## config.mk

```make
export PLATFORM = sky130hd
export DESIGN_NAME = ais_stuff_seq
export DESIGN_NICKNAME = d
export VERILOG_FILES = /design/src/rtl/ais_stuff_pkg.sv /design/src/rtl/ais_row_counter.sv /design/src/rtl/ais_req_gate.sv /design/src/rtl/ais_stuff_encoder.sv /design/src/rtl/ais_stuff_seq.sv
export SDC_FILE = /design/constraint.sdc
export NUM_CORES = 1
export LEC_CHECK = 0
export ABC_CLOCK_PERIOD_IN_PS = 2550
export BUFFER_PORTS_ARGS = -buffer_cell sky130_fd_sc_hd__buf_4
export CORE_AREA = 3 3 40 42
export CTS_CLUSTER_DIAMETER = 40
export DETAILED_ROUTE_END_ITERATION = 8
export DIE_AREA = 0 0 43 45
export GPL_TIMING_DRIVEN = 0
export PLACE_DENSITY_LB_ADDON = 0.08
export SYNTH_ARGS = -nofsm -noshare
export SYNTH_HDL_FRONTEND = slang
export SYNTH_SLANG_ARGS = --single-unit
```

## constraint.sdc

```tcl
create_clock -name clk -period 2.55 [get_ports clk]
set_input_delay 0.1275 -clock clk [delete_from_list [all_inputs] [get_ports clk]]
set_output_delay 0.1275 -clock clk [all_outputs]
set_load 0.1 [all_outputs]
```

## src/rtl/ais_stuff_pkg.sv

```systemverilog
package ais_stuff_pkg;
  localparam int unsigned ROWS  = 9;
  localparam int unsigned ROW_W = $clog2(ROWS + 1);
  localparam int unsigned NC    = 5;
  // bit k set: row k+1 is a stuffed row
  localparam logic [ROWS-1:0] STUFF_MAP = 9'b011101111;
  localparam logic S_FILL = 1'b0;

  function automatic logic [ROW_W-1:0] step_row(input logic [ROW_W-1:0] cur,
                                                input logic sync);
    logic [ROW_W-1:0] nxt;
    if (sync) nxt = ROW_W'(1);
    else if (cur >= ROW_W'(ROWS)) nxt = ROW_W'(1);
    else nxt = cur + ROW_W'(1);
    return nxt;
  endfunction

  function automatic logic row_stuffed(input logic [ROW_W-1:0] row);
    logic hit;
    hit = 1'b0;
    for (int k = 0; k < ROWS; k++)
      if (row == ROW_W'(k + 1)) hit = STUFF_MAP[k];
    return hit;
  endfunction
endpackage

```

## src/rtl/ais_row_counter.sv

```systemverilog
module ais_row_counter
  import ais_stuff_pkg::*;
(
  input  logic             clk,
  input  logic             rst_n,
  input  logic             row_stb,
  input  logic             sf_start,
  output logic             boundary,
  output logic [ROW_W-1:0] row_q
);
  assign boundary = row_stb | sf_start;

  always_ff @(posedge clk or negedge rst_n) begin
    if (!rst_n) row_q <= ROW_W'(ROWS);
    else if (boundary) row_q <= step_row(row_q, sf_start);
  end

  a_r7_sync_to_first: assert property (@(posedge clk) disable iff (!rst_n)
    sf_start |=> row_q == ROW_W'(1));
  a_r7_wrap: assert property (@(posedge clk) disable iff (!rst_n)
    (row_stb && !sf_start && row_q == ROW_W'(ROWS)) |=> row_q == ROW_W'(1));
  a_r7_in_range: assert property (@(posedge clk) disable iff (!rst_n)
    row_q >= ROW_W'(1) && row_q <= ROW_W'(ROWS));
endmodule

```

## src/rtl/ais_req_gate.sv

```systemverilog
module ais_req_gate (
  input  logic clk,
  input  logic rst_n,
  input  logic boundary,
  input  logic ais_req,
  input  logic mode_sel,
  output logic req_q,
  output logic mode_q
);
  always_ff @(posedge clk or negedge rst_n) begin
    if (!rst_n) begin
      req_q  <= 1'b0;
      mode_q <= 1'b0;
    end else if (boundary) begin
      req_q  <= ais_req;
      mode_q <= mode_sel;
    end
  end

  a_r8_req_held: assert property (@(posedge clk) disable iff (!rst_n)
    !boundary |=> $stable(req_q) && $stable(mode_q));
endmodule

```

## src/rtl/ais_stuff_encoder.sv

```systemverilog
module ais_stuff_encoder
  import ais_stuff_pkg::*;
(
  input  logic             clk,
  input  logic             rst_n,
  input  logic [ROW_W-1:0] row_q,
  input  logic             req_q,
  input  logic             mode_q,
  input  logic             tclk_ok,
  output logic             live,
  output logic             stuff,
  output logic [NC-1:0]    cbits,
  output logic             sbit,
  output logic             ones_force,
  output logic             mon_off
);
  logic row_is_stuff;

  assign live         = req_q & mode_q & tclk_ok;
  assign row_is_stuff = row_stuffed(row_q);

  always_comb begin
    stuff      = live & row_is_stuff;
    cbits      = stuff ? {NC{1'b1}} : {NC{1'b0}};
    sbit       = stuff ? S_FILL : 1'b0;
    ones_force = live;
    mon_off    = live;
  end

  a_r2_stuff_code: assert property (@(posedge clk) disable iff (!rst_n)
    stuff |-> (cbits == {NC{1'b1}} && sbit == 1'b0 && ones_force));
  a_r5_clock_lost: assert property (@(posedge clk) disable iff (!rst_n)
    !tclk_ok |-> (!stuff && !ones_force && !mon_off && cbits == '0));
  a_r4_mode_off: assert property (@(posedge clk) disable iff (!rst_n)
    !mode_q |-> (!stuff && !ones_force && !mon_off));
  a_r3_no_stuff_justify: assert property (@(posedge clk) disable iff (!rst_n)
    (row_q == ROW_W'(5) || row_q == ROW_W'(ROWS)) |-> !stuff);
endmodule

```

## src/rtl/ais_stuff_seq.sv

```systemverilog
module ais_stuff_seq
  import ais_stuff_pkg::*;
(
  input  logic          clk,
  input  logic          rst_n,
  input  logic          row_stb,
  input  logic          sf_start,
  input  logic          ais_req,
  input  logic          mode_sel,
  input  logic          tclk_ok,
  output logic          stuff,
  output logic [NC-1:0] cbits,
  output logic          sbit,
  output logic          ones_force,
  output logic          mon_off
);
  logic             boundary;
  logic [ROW_W-1:0] row_q;
  logic             req_q;
  logic             mode_q;
  logic             live;

  ais_row_counter u_rows (
    .clk(clk), .rst_n(rst_n), .row_stb(row_stb), .sf_start(sf_start),
    .boundary(boundary), .row_q(row_q)
  );

  ais_req_gate u_gate (
    .clk(clk), .rst_n(rst_n), .boundary(boundary), .ais_req(ais_req),
    .mode_sel(mode_sel), .req_q(req_q), .mode_q(mode_q)
  );

  ais_stuff_encoder u_enc (
    .clk(clk), .rst_n(rst_n), .row_q(row_q), .req_q(req_q), .mode_q(mode_q),
    .tclk_ok(tclk_ok), .live(live), .stuff(stuff), .cbits(cbits),
    .sbit(sbit), .ones_force(ones_force), .mon_off(mon_off)
  );

  a_r6_monitor_tracks: assert property (@(posedge clk) disable iff (!rst_n)
    mon_off == live);
  a_r1_ones_when_live: assert property (@(posedge clk) disable iff (!rst_n)
    live |-> ones_force);
endmodule

```

Word level (Yosys, flattened, before mapping)
Cells that the tools add are included.
{"block": "totals", "reg_bits": 6, "inputBits": 7}
{"block": "op_classes", "n_addsub": 1, "order_cmp": 1, "n_eq_ne": 9, "n_mux": 12, "bitwise_logic": 4}
{"cell": "4-bit by 3-bit equality test with 1-bit output (second input constant)", "count": 4}
{"cell": "1-bit two-way mux", "count": 9}
{"cell": "4-bit by 2-bit equality test with 1-bit output (second input constant)", "count": 2}
{"cell": "4-bit equality test (second input constant)", "count": 2}
{"cell": "4-bit two-way mux", "count": 2}
{"cell": "5-bit two-way mux", "count": 1}
{"cell": "4-bit by 1-bit adder with 4-bit output (second input constant)", "count": 1}
{"cell": "4-bit by 1-bit equality test with 1-bit output (second input constant)", "count": 1}
{"cell": "4-bit greater-or-equal comparator (second input constant)", "count": 1}
{"cell": "1-bit AND", "count": 3}
{"cell": "1-bit bitwise OR", "count": 1}

Logic depth before layout (Yosys ltp)
Gate-level depths: netlist of run 1.
{"block": "logic_depth", "word_depth": 12, "ltp_mapped": 6, "depth_no_buf": 5}

By module
A second synthesis of run 1 with hierarchy kept.
{"block": "unflattened", "cells_unflattened": 50, "hier_area_um2": 481.7}
{"module": "ais_row_counter", "n_inst": 1, "cells_each": 29, "area_per_inst_um2": 295.3, "seq_area_each_um2": 102.6}
{"module": "ais_stuff_encoder", "n_inst": 1, "cells_each": 17, "area_per_inst_um2": 113.9, "seq_area_each_um2": 0.0}
{"module": "ais_req_gate", "n_inst": 1, "cells_each": 4, "area_per_inst_um2": 72.6, "seq_area_each_um2": 50.0}

Worst setup path before layout of run 1
OpenSTA, ideal clock, no wires.
{"block": "synth_path", "path_type": "flip-flop to output port", "startpoint": "register u_gate.req_q", "endpoint": "output port cbits[0]", "t_arrival_ns": 2.502, "required_ns": 2.423, "slack_ns": -0.079, "stages_incl_launch_ff": 4, "n_path_buf": 1, "path_cell_list": "dfrtp_1 > and3_1 > o21a_1 > buf_4"}
{"block": "synth_between", "elab_chain_len": 4}
{"item": "start, declared", "line_no": "ais_req_gate.sv:7", "text": "output logic req_q,"}
{"item": "start signal, assigned", "line_no": "ais_req_gate.sv:15", "text": "req_q <= ais_req;"}
{"item": "1-bit AND (2 in a row)", "line_no": "ais_stuff_encoder.sv:19", "text": "assign live = req_q & mode_q & tclk_ok;"}
{"item": "named net mon_off", "line_no": "ais_stuff_seq.sv:15", "text": "output logic mon_off"}
{"item": "1-bit AND", "line_no": "ais_stuff_encoder.sv:23", "text": "stuff = live & row_is_stuff;"}
{"item": "named net stuff", "line_no": "ais_stuff_seq.sv:11", "text": "output logic stuff,"}
{"item": "5-bit two-way mux", "line_no": "ais_stuff_encoder.sv:24", "text": "cbits = stuff ? {NC{1'b1}} : {NC{1'b0}};"}
{"item": "end, declared", "line_no": "ais_stuff_seq.sv:12", "text": "output logic [NC-1:0] cbits,"}
The timed path passes the listed nets, and every way through them passes these cells.

Worst setup path after layout of run 1
{"block": "layout_path", "startpoint": "register u_rows.row_q[0]", "endpoint": "output port cbits[4]"}
{"block": "layout_between", "elab_chain_len": 12, "elab_cells_between_ends": 20}
{"item": "start, declared", "line_no": "ais_row_counter.sv:9", "text": "output logic [ROW_W-1:0] row_q"}
{"item": "start signal, assigned", "line_no": "ais_row_counter.sv:14", "text": "if (!rst_n) row_q <= ROW_W'(ROWS);"}
{"item": "start signal, assigned", "line_no": "ais_row_counter.sv:15", "text": "else if (boundary) row_q <= step_row(row_q, sf_start);"}
{"item": "4-bit by 1-bit equality test with 1-bit output", "line_no": "ais_stuff_pkg.sv:22", "text": "if (row == ROW_W'(k + 1)) hit = STUFF_MAP[k];"}
{"item": "1-bit two-way mux (8 in a row)", "line_no": "ais_stuff_pkg.sv:22"}
{"item": "1-bit two-way mux *", "line_no": "ais_stuff_pkg.sv:22"}
{"item": "1-bit AND *", "line_no": "ais_stuff_encoder.sv:23"}
{"item": "5-bit two-way mux *", "line_no": "ais_stuff_encoder.sv:24"}
Every way passes the cells marked *; elsewhere a longest branch is shown, timed or not.

==> results of run 1 <==
[final timing paths]
path / endpoint / from / slack, ns / depth (start not counted)
hold reg to reg: u_gate.mode_q$_DFFE_PN0P_ / u_gate.mode_q$_DFFE_PN0P_ / 0.51 / 1
setup reg to reg: u_rows.row_q[1]$_DFFE_PN0P_ / u_rows.row_q[0]$_DFFE_PN1P_ / 1.11 / 5
min in group asynchronous: u_gate.req_q$_DFFE_PN0P_ / rst_n / 0.22 / 2
hold / removal: u_rows.row_q[2]$_DFFE_PN0P_ / sf_start / 0.07 / 2
setup / recovery: cbits[4] / u_rows.row_q[0]$_DFFE_PN1P_ / 0.57 / 7
max in group asynchronous: u_rows.row_q[3]$_DFFE_PN1P_ / rst_n / 2.12 / 2
[layout by cell type (no fill, tap or decap), types with 2 or more instances in the layout]
master    Yosys  routed
dfrtp_1       4       4
mux2_4        2       2
dfstp_2       2       2
inv_1         3       3
ha_1          4       4
nor2_1        4       4
clkbuf_4      0       3
buf_4         7      20
[through the flow]
step           utilization, %  cell area [um2]  total power [mW]  worst slack [ns]  std cells
2_1_floorplan               -              463             0.221             0.232         47
3_3_place_gp             45.1              579             0.248             0.820         75
3_5_place_dp             45.1              579             0.248             0.814         75
4_1_cts                  47.9              616             0.348             0.541         80
5_1_grt                  47.9              616             0.361             0.473         80
6_report                 47.9              616             0.341             0.575         80
[cell type report]
type / instances / area [um2] / share of cell area [%]
multi-input combinational: 30 / 235 / 38.2
sequential: 6 / 153 / 24.8
timing repair buffer: 14 / 108 / 17.5
buffer: 8 / 63.8 / 10.4
clock buffer: 4 / 26.3 / 4.27
tap: 15 / 18.8 / 3.05
inverter: 3 / 11.3 / 1.83
[critical path: cells and delay by family, from the launching register on]
family | cells | cell delay (ns)
buffers and inverters | 3 | 0.43
AOI/OAI and AO/OA | 2 | 0.32
and+or+nand+nor | 1 | 0.10
DFF | 1 | 0.56
adders and majority gates | 1 | 0.20
[state kept, by name, summed over array words and instances (netlist names)]
register       flops
u_gate.mode_q      1
u_gate.req_q       1
u_rows.row_q       4
[per-layer routing]
metal | GRT usage, % | routed length [um] | vias to the layer above
li1 | - | - | 186
met4 | 5.42 | 0 | 0
met2 | 14.1 | 373 | 14
met3 | 2.39 | 54 | 0
met5 | 0 | 0 | -
met1 | 11.1 | 324 | 160
[power by group]
part / internal, mW / total, mW / switching [mW]
Clock: 0.0593 / 0.0945 / 0.0351
Sequential: 0.104 / 0.111 / 0.00721
Combinational: 0.0460 / 0.136 / 0.0901
Total: 0.209 / 0.341 / 0.132
[logic make-up after synthesis]
| logic type | share of synthesized area, % |
|---|---|
| simple gates | 14.9 |
| buf+inv | 16.3 |
| compound gates | 15.7 |
| flops | 33.1 |
| fa+ha+maj | 10.8 |
| mux | 6.50 |
| other cells | 0.812 |
| xor+xnor | 1.90 |
[repair_timing]
item | 4_1_cts | 5_1_grt
hold buffers | 1 | 0
resized for setup | 0 | 0
hold endpoints to repair | 6 | 0
endpoints found under the setup margin | 0 | 0
==> impl_metrics.toml, run 1 <==
[synth]
syn_inst = 47
ys_ff_latch = 6
synth_most_common_cell = "buf_4"
synth_nets = 58
synthFlopType = "dfrtp_1"
synth.top_cells.by_count = "buf_4 (7), dfrtp_1 (4), ha_1 (4), nor2_1 (4), inv_1 (3)"
synth_top_cell_area_share_pct = 21.7
yosysWarnings = 0
synth_edf_count = 0
ys_seq_area_share_pct = 33.1
synthTopCellsByArea = "dfrtp_1 (22%), buf_4 (11%), dfstp_2 (11%), ha_1 (11%), mux2_4 (6.5%)"
yosys.area.top_type = "dfrtp_1"
synth_cell_type_count = 27
ys_async_sr_fraction_pct = 100
synth_area_per_cell_um2 = 9.82
syn_area_um2 = 462

[critical_path]
critical_path_class = "reg2out"
crit_path_end_kind = "output port"
worstPathCellList = "inv_1 -> ha_1 -> nor2_1 -> a21oi_1 -> o21a_2 -> buf_4 -> buf_4"
slowest_stage = "dfstp_2"
worstPathMaxFanout = 6
path_common_cell = "buf_4"
critPathRequiredTime_ns = 2.42
arrival_ns = 1.85
start_kind = "flop"
critPathMaxStageDelay_ns = 0.56

[cts]
cts_setup_buffers = 0
htree_levels = 1
cts_sinks = 6
clockBufferDepth = 2
cts_tree = "yes"
cts.reportedPaths.clkPinSlew_ns = 0.05
insertion_delay_ns = 0.24
root_buffer = "clkbuf_4"
numCtsBuffers = 3

[placement]
place.gp.congestion = 0.673
port_buffers = 13

[grt]
grt_pass1_vias = 328
grt_max_degree = 9
grt_pass1_wl_mm = 1.30
overflow = 0
antenna_found_initial = 0
track_usage_pct = 8.98

[timing]
period_share_pct = 77.5
fin_skew_ns = 0.00741
fin_crit_ns = 1.98
hold_viol = 0
drv_slew = 0
fmax_mhz = 506
whs_ns = 0.0747
timing.setup.tns_ns = 0
setup_viol = 0
rsz0062_at_grt = "false"

[floorplanning]
floorplan.initialDensity_pct = 35.9
core_um2 = 1280
die_h_um = 45
dieArea_um2 = 1940
rows = 13
dieWidth_um = 43
ioPinCount = 16

[final_layout]
final_layout_size_suffix_gt1_share_pct = 50.8
n_antenna_cell = 0
synthToLayoutAreaGrowth_pct = 33.3
fill_cells = 130
layout.nets = 77

[routing]
drc = 0
drtIter0Drc = 5
viasPerCell = 4.50
wl_per_cell_um = 9.40
antenna_left = 0
wirelength_um = 752
first_pass_iters = 4
num_vias = 360

[pwr]
leakage_nw = 0.311
irDropWorstVdd_mv = 0.232
p_per_area_nw_per_um2 = 554

[worst_hold_path]
hold_class = "in2reg"

[job]
drv_cap = 0

[outcome]
status = "finished clean"
Note: power is estimated with default switching activity, not from simulation.
==> run 2: changes to the inputs <==
- ABC_CLOCK_PERIOD_IN_PS: 2550 -> 1770
- clock period: 2.55 -> 1.77 ns (I/O delays scaled with it)
==> run 2 against run 1 <==
The flow now finishes with violations (negative setup slack). Wire length rose by 26%. Flip-flop and latch count unchanged. Clock power is 42% higher. Non-clock buffer count grew 4. Clock-buffer cell count stayed put.
==> impl_metrics.toml, run 2 (same netlist as run 1, synthesis figures left out) <==
[worst_hold_path]
holdCritStartpoint = "row_stb"
hold_end = "u_rows.row_q[0]$_DFFE_PN1P_"
hold_depth = 2
hold_class = "in2reg"

[critical_path]
critical_path_class = "reg2out"
rr_startpoint = "u_rows.row_q[0]$_DFFE_PN1P_"
slowest_stage = "dfstp_2"
critPathRequiredTime_ns = 1.68
arrival_ns = 1.72
worstPathMaxFanout = 6
reg2reg_slack_ns = 0.39
crit_path_end_kind = "output port"
start_kind = "flop"
worstPathCellList = "inv_4 -> ha_4 -> nor2_4 -> a21oi_2 -> o21a_4 -> buf_4 -> buf_12"
critPathMaxStageDelay_ns = 0.58
crit_buf_inv = 3
reg2reg_to = "u_rows.row_q[1]$_DFFE_PN0P_"
path_delay_family = "flip-flops"
ff2ff_path_depth = 4

[cts]
cts_sinks = 6
htree_levels = 1
cts_tree = "yes"
insertion_delay_ns = 0.24
numCtsBuffers = 3
cts.reportedPaths.clkPinSlew_ns = 0.04
root_buffer = "clkbuf_4"
clockBufferDepth = 2

[final_layout]
fill_cells = 115
mostFrequentLayoutCells = "buf_4 (18), buf_12 (5), dfrtp_1 (4)"
n_antenna_cell = 0
top_register = "u_rows.row_q"
largestRegisters = "u_rows.row_q: 4 flops, u_gate.mode_q: 1 flops, u_gate.req_q: 1 flops"
largest_reg_flops = 4
multi_input_area_um2 = 274
layout.nets = 81
final_common_cell = "buf_4"
synthToLayoutAreaGrowth_pct = 63.1
final_layout_size_suffix_gt1_share_pct = 65.2
regArea_um2 = 153

[placement]
place.gp.congestion = 0.705
dp_slack_ns = 0.0781
hpwl_um = 670
port_buffers = 13

[pwr]
leakage_nw = 0.343
clkPwrFrac_pct = 24.6
p_seq_share_pct = 29.5
p_int_uw = 337
p_per_area_nw_per_um2 = 721
irDropWorstVdd_mv = 0.342
p_sw_uw = 206
p_total_uw = 543
switching_share_pct = 37.9
power_frac_comb_pct = 45.9

[grt]
grt_pass1_vias = 363
antenna_found_initial = 0
grt_pass1_wl_mm = 1.46
overflow = 0
grt_max_degree = 9
track_usage_pct = 9.95

[floorplanning]
core_um2 = 1280
die_h_um = 45
rows = 13
ioPinCount = 16
dieWidth_um = 43
dieArea_um2 = 1940
floorplan.initialDensity_pct = 35.9

[routing]
first_pass_iters = 3
antenna_left = 0
wl_per_cell_um = 11.2
wirelength_um = 944
drtIter0Drc = 3
viasPerCell = 4.58
num_vias = 385
drc = 0

[timing]
hold_viol = 0
fin_crit_ns = 1.81
setup_ws_ns = -0.0386
fin_skew_ns = 0.00553
setup_viol = 5
period_share_pct = 102
fmax_mhz = 553
rsz0062_at_grt = "true"
drv_slew = 0
whs_ns = 0.0377

[outcome]
violations = "negative setup slack"
status = "complete, but fails checks"

[job]
drv_cap = 0
-- run 2: worst register-to-register path, delay by kind of cell (launching register included) --
family	cells	cell delay [ns]
AO/OA/AOI/OAI	1	0.24
adder cells (fa/ha/maj)	1	0.26
buffers and inverters	1	0.06
AND/OR/NAND/NOR	1	0.13
flip-flops	1	0.58
-- run 2: through the flow --
stage	util (%)	instance area [um2]	TNS, ns	cells
after global placement	45.7	587	0	75
final	58.6	753	-0.181	84
after detailed placement	45.7	587	0	75
after CTS	54.9	706	-0.176	82
after global routing	58.6	753	-0.644	84
after floorplan	-	470	0	47
-- run 2: power groups by stage --
| stage | Combinational (mW) | Sequential, mW | Clock [mW] |
|---|---|---|---|
| final | 0.249 | 0.160 | 0.134 |
| after global routing | 0.264 | 0.161 | 0.150 |
| after CTS | 0.231 | 0.160 | 0.140 |
| after detailed placement | 0.199 | 0.162 | 0 |
| after global placement | 0.199 | 0.162 | 0 |
| after floorplan | 0.162 | 0.159 | 0 |
-- run 2: worst max-delay path by stage --
stage	depth (start not counted)	from	to
6_report	7	u_rows.row_q[0]$_DFFE_PN1P_	cbits[1]
5_1_grt	7	u_rows.row_q[0]$_DFFE_PN1P_	cbits[1]
4_1_cts	5	u_rows.row_q[0]$_DFFE_PN1P_	stuff
3_5_place_dp	7	u_rows.row_q[0]$_DFFE_PN1P_	cbits[2]
3_3_place_gp	7	u_rows.row_q[0]$_DFFE_PN1P_	cbits[4]
2_1_floorplan	5	u_rows.row_q[0]$_DFFE_PN1P_	cbits[0]
-- run 2: timing repair --
action,4_1_cts,5_1_grt
setup endpoints to repair,6,6
endpoints found under the hold margin,6,0
gates resized for setup,18,8
pin swaps,3,2
buffers inserted,2,2
hold buffers,1,0
-- run 2: layout make-up --
| cell class | instances | share of cell area [%] |
|---|---|---|
| Clock buffer | 4 | 3.49 |
| Buffer | 8 | 8.47 |
| Multi-Input combinational cell | 30 | 36.4 |
| Sequential cell | 6 | 20.3 |
| Inverter | 3 | 1.83 |
| Timing Repair Buffer | 18 | 27.1 |
| Tap cell | 15 | 2.49 |
-- run 2: per-layer routing --
layer  vias to the layer above  wire length [um]  global-route usage, %
li1                        194                 -                      -
met1                       184               400                   12.9
met2                         5               514                   16.2
met3                         2                25                   1.20
met4                         0                 4                   5.42
met5                         -                 0                      0
==> run 3: changes to the inputs <==
==> constraint.sdc (replaced) <==
create_clock -name clk -period 1.77 [get_ports clk]
set_input_delay 0.0885 -clock clk [delete_from_list [all_inputs] [get_ports clk]]
set_output_delay 0.0885 -clock clk [all_outputs]
set_load 0.01 [all_outputs]
==> run 3 against run 2 <==
The run now ends clean. Flip-flop and latch count did not move. Combinational power is 45% lower. Cell count unchanged. Clock skew barely moved. Largest power group is now sequential cells. Sequential share of layout area increased by 2.1 points. First-iteration DRC count grew to 3.7 times the previous value. Register-to-register slack lost 0.10 ns. Power decreased by 20%. Critical path type unchanged. Die area unchanged. Via count rose by 1.3%. Largest cell class unchanged. Clock power is essentially flat.
==> impl_metrics.toml, run 3 (same netlist as run 1, synthesis figures left out) <==
[critical_path]
critPathMaxStageDelay_ns = 0.54
worstPathCellList = "buf_4 -> ha_4 -> nand2b_4 -> nor2_1 -> o21a_2 -> buf_4 -> buf_4"
path_common_cell = "buf_4"
arrival_ns = 1.67
crit_path_end_kind = "output port"
critPathRequiredTime_ns = 1.68
reg2reg_slack_ns = 0.29
worstPathMaxFanout = 6
start_kind = "flop"
critical_path_class = "reg2out"
slowest_stage = "dfstp_2"

[timing]
whs_ns = 0.0380
fin_crit_ns = 1.76
period_share_pct = 99.5
setup_viol = 0
hold_viol = 0
fin_skew_ns = 0.00569
fmax_mhz = 568
timing.setup.tns_ns = 0
rsz0062_at_grt = "true"
drv_slew = 0

[final_layout]
synthToLayoutAreaGrowth_pct = 49.3
n_antenna_cell = 0
final_layout_size_suffix_gt1_share_pct = 63.8
multi_input_area_um2 = 278
top_register = "u_rows.row_q"
fin_cells = 84
largestRegisters = "u_rows.row_q: 4 flops, u_gate.mode_q: 1 flops, u_gate.req_q: 1 flops"
layout.nets = 81
mostFrequentLayoutCells = "buf_4 (24), nor2_1 (3), ha_4 (3), clkbuf_4 (3), dfrtp_1 (3)"
regArea_um2 = 154
fill_cells = 129
largest_reg_flops = 4
utilization_pct = 53.7
final_common_cell = "buf_4"

[cts]
htree_levels = 1
numCtsBuffers = 3
cts_tree = "yes"
cts.reportedPaths.clkPinSlew_ns = 0.04
insertion_delay_ns = 0.24
clockBufferDepth = 2
root_buffer = "clkbuf_4"
cts_sinks = 6

[routing]
drtIter0Drc = 11
drc = 0
first_pass_iters = 4
num_vias = 390
wirelength_um = 928
antenna_left = 0
viasPerCell = 4.64
wl_per_cell_um = 11.0

[worst_hold_path]
hold_class = "in2reg"

[floorplanning]
ioPinCount = 16
dieWidth_um = 43
rows = 13
core_um2 = 1280
die_h_um = 45
floorplan.initialDensity_pct = 35.9
dieArea_um2 = 1940

[placement]
port_buffers = 13
hpwl_um = 667
place.gp.congestion = 0.705
dp_cells = 75

[pwr]
p_total_uw = 434
leakage_nw = 0.325
irDropWorstVdd_mv = 0.421
p_per_area_nw_per_um2 = 629

[job]
drv_cap = 0

[grt]
grt_max_degree = 9
track_usage_pct = 9.62
grt_pass1_vias = 340
grt_pass1_wl_mm = 1.37
antenna_found_initial = 0
overflow = 0

[outcome]
status = "finished clean"
==> run 3: cell types whose count changed in the layout (fill, tap and decap cells not counted), moves of 2 or more <==
| cell | delta |
|---|---|
| buf_4 | +6 |
| buf_12 | -5 |
| ha_2 | -2 |
| ha_4 | +2 |
==> run 3: stage by stage <==
stage	cell area, um2	worst slack, ns
6_report	689	0.00953
5_1_grt	689	-0.0701
4_1_cts	646	-0.000145
3_5_place_dp	578	0.157
3_3_place_gp	578	0.162
2_1_floorplan	462	0.320
==> run 3: worst paths after layout <==
kind,startpoint,to,cells past startpoint
min reg2reg,u_gate.mode_q$_DFFE_PN0P_,u_gate.mode_q$_DFFE_PN0P_,1
min in group asynchronous,rst_n,u_gate.req_q$_DFFE_PN0P_,2
min,row_stb,u_rows.row_q[0]$_DFFE_PN1P_,2
max,u_rows.row_q[0]$_DFFE_PN1P_,cbits[0],7
max reg2reg,u_rows.row_q[1]$_DFFE_PN0P_,u_rows.row_q[1]$_DFFE_PN0P_,6
max in group asynchronous,rst_n,u_rows.row_q[0]$_DFFE_PN1P_,2
==> run 3: repair_timing <==
action / in CTS / in global routing
gates cloned: 0 / 0
gates resized for setup: 5 / 6
hold buffers: 1 / 0
setup endpoints to repair: 5 / 6
pin swaps: 2 / 3
buffers inserted: 2 / 2
hold endpoints to repair: 6 / 0
==> run 3: cell type report <==
cell class              count  area share, %
multi-input cells          30           40.3
flip-flops and latches      6           22.3
repair buffers             18           20.0
plain buffers               8           9.26
clock buffers               4           3.81
well taps                  15           2.72
inverters                   3           1.63
==> run 3: power breakdown <==
group          internal [mW]  leakage (nW)  switching (mW)
clock                 0.0854        0.0150          0.0491
combinational         0.0804         0.240          0.0566
sequential             0.150        0.0696          0.0124
==> run 3: worst max-delay path: cells and delay by family (launching register included) <==
kind,cells,cell delay (ns)
adders and majority gates,1,0.13
AOI/OAI and AO/OA,1,0.22
buffers and inverters,3,0.39
DFF,1,0.54
and+or+nand+nor,2,0.15
==> run 3: metal layers <==
layer  wire, um  part of all wire [%]  GRT usage, %
met5          0                     0             0
met4          0                     0          7.23
met1        415                    45          12.5
met2        489                    53          14.7
met3         23                   2.5          1.20
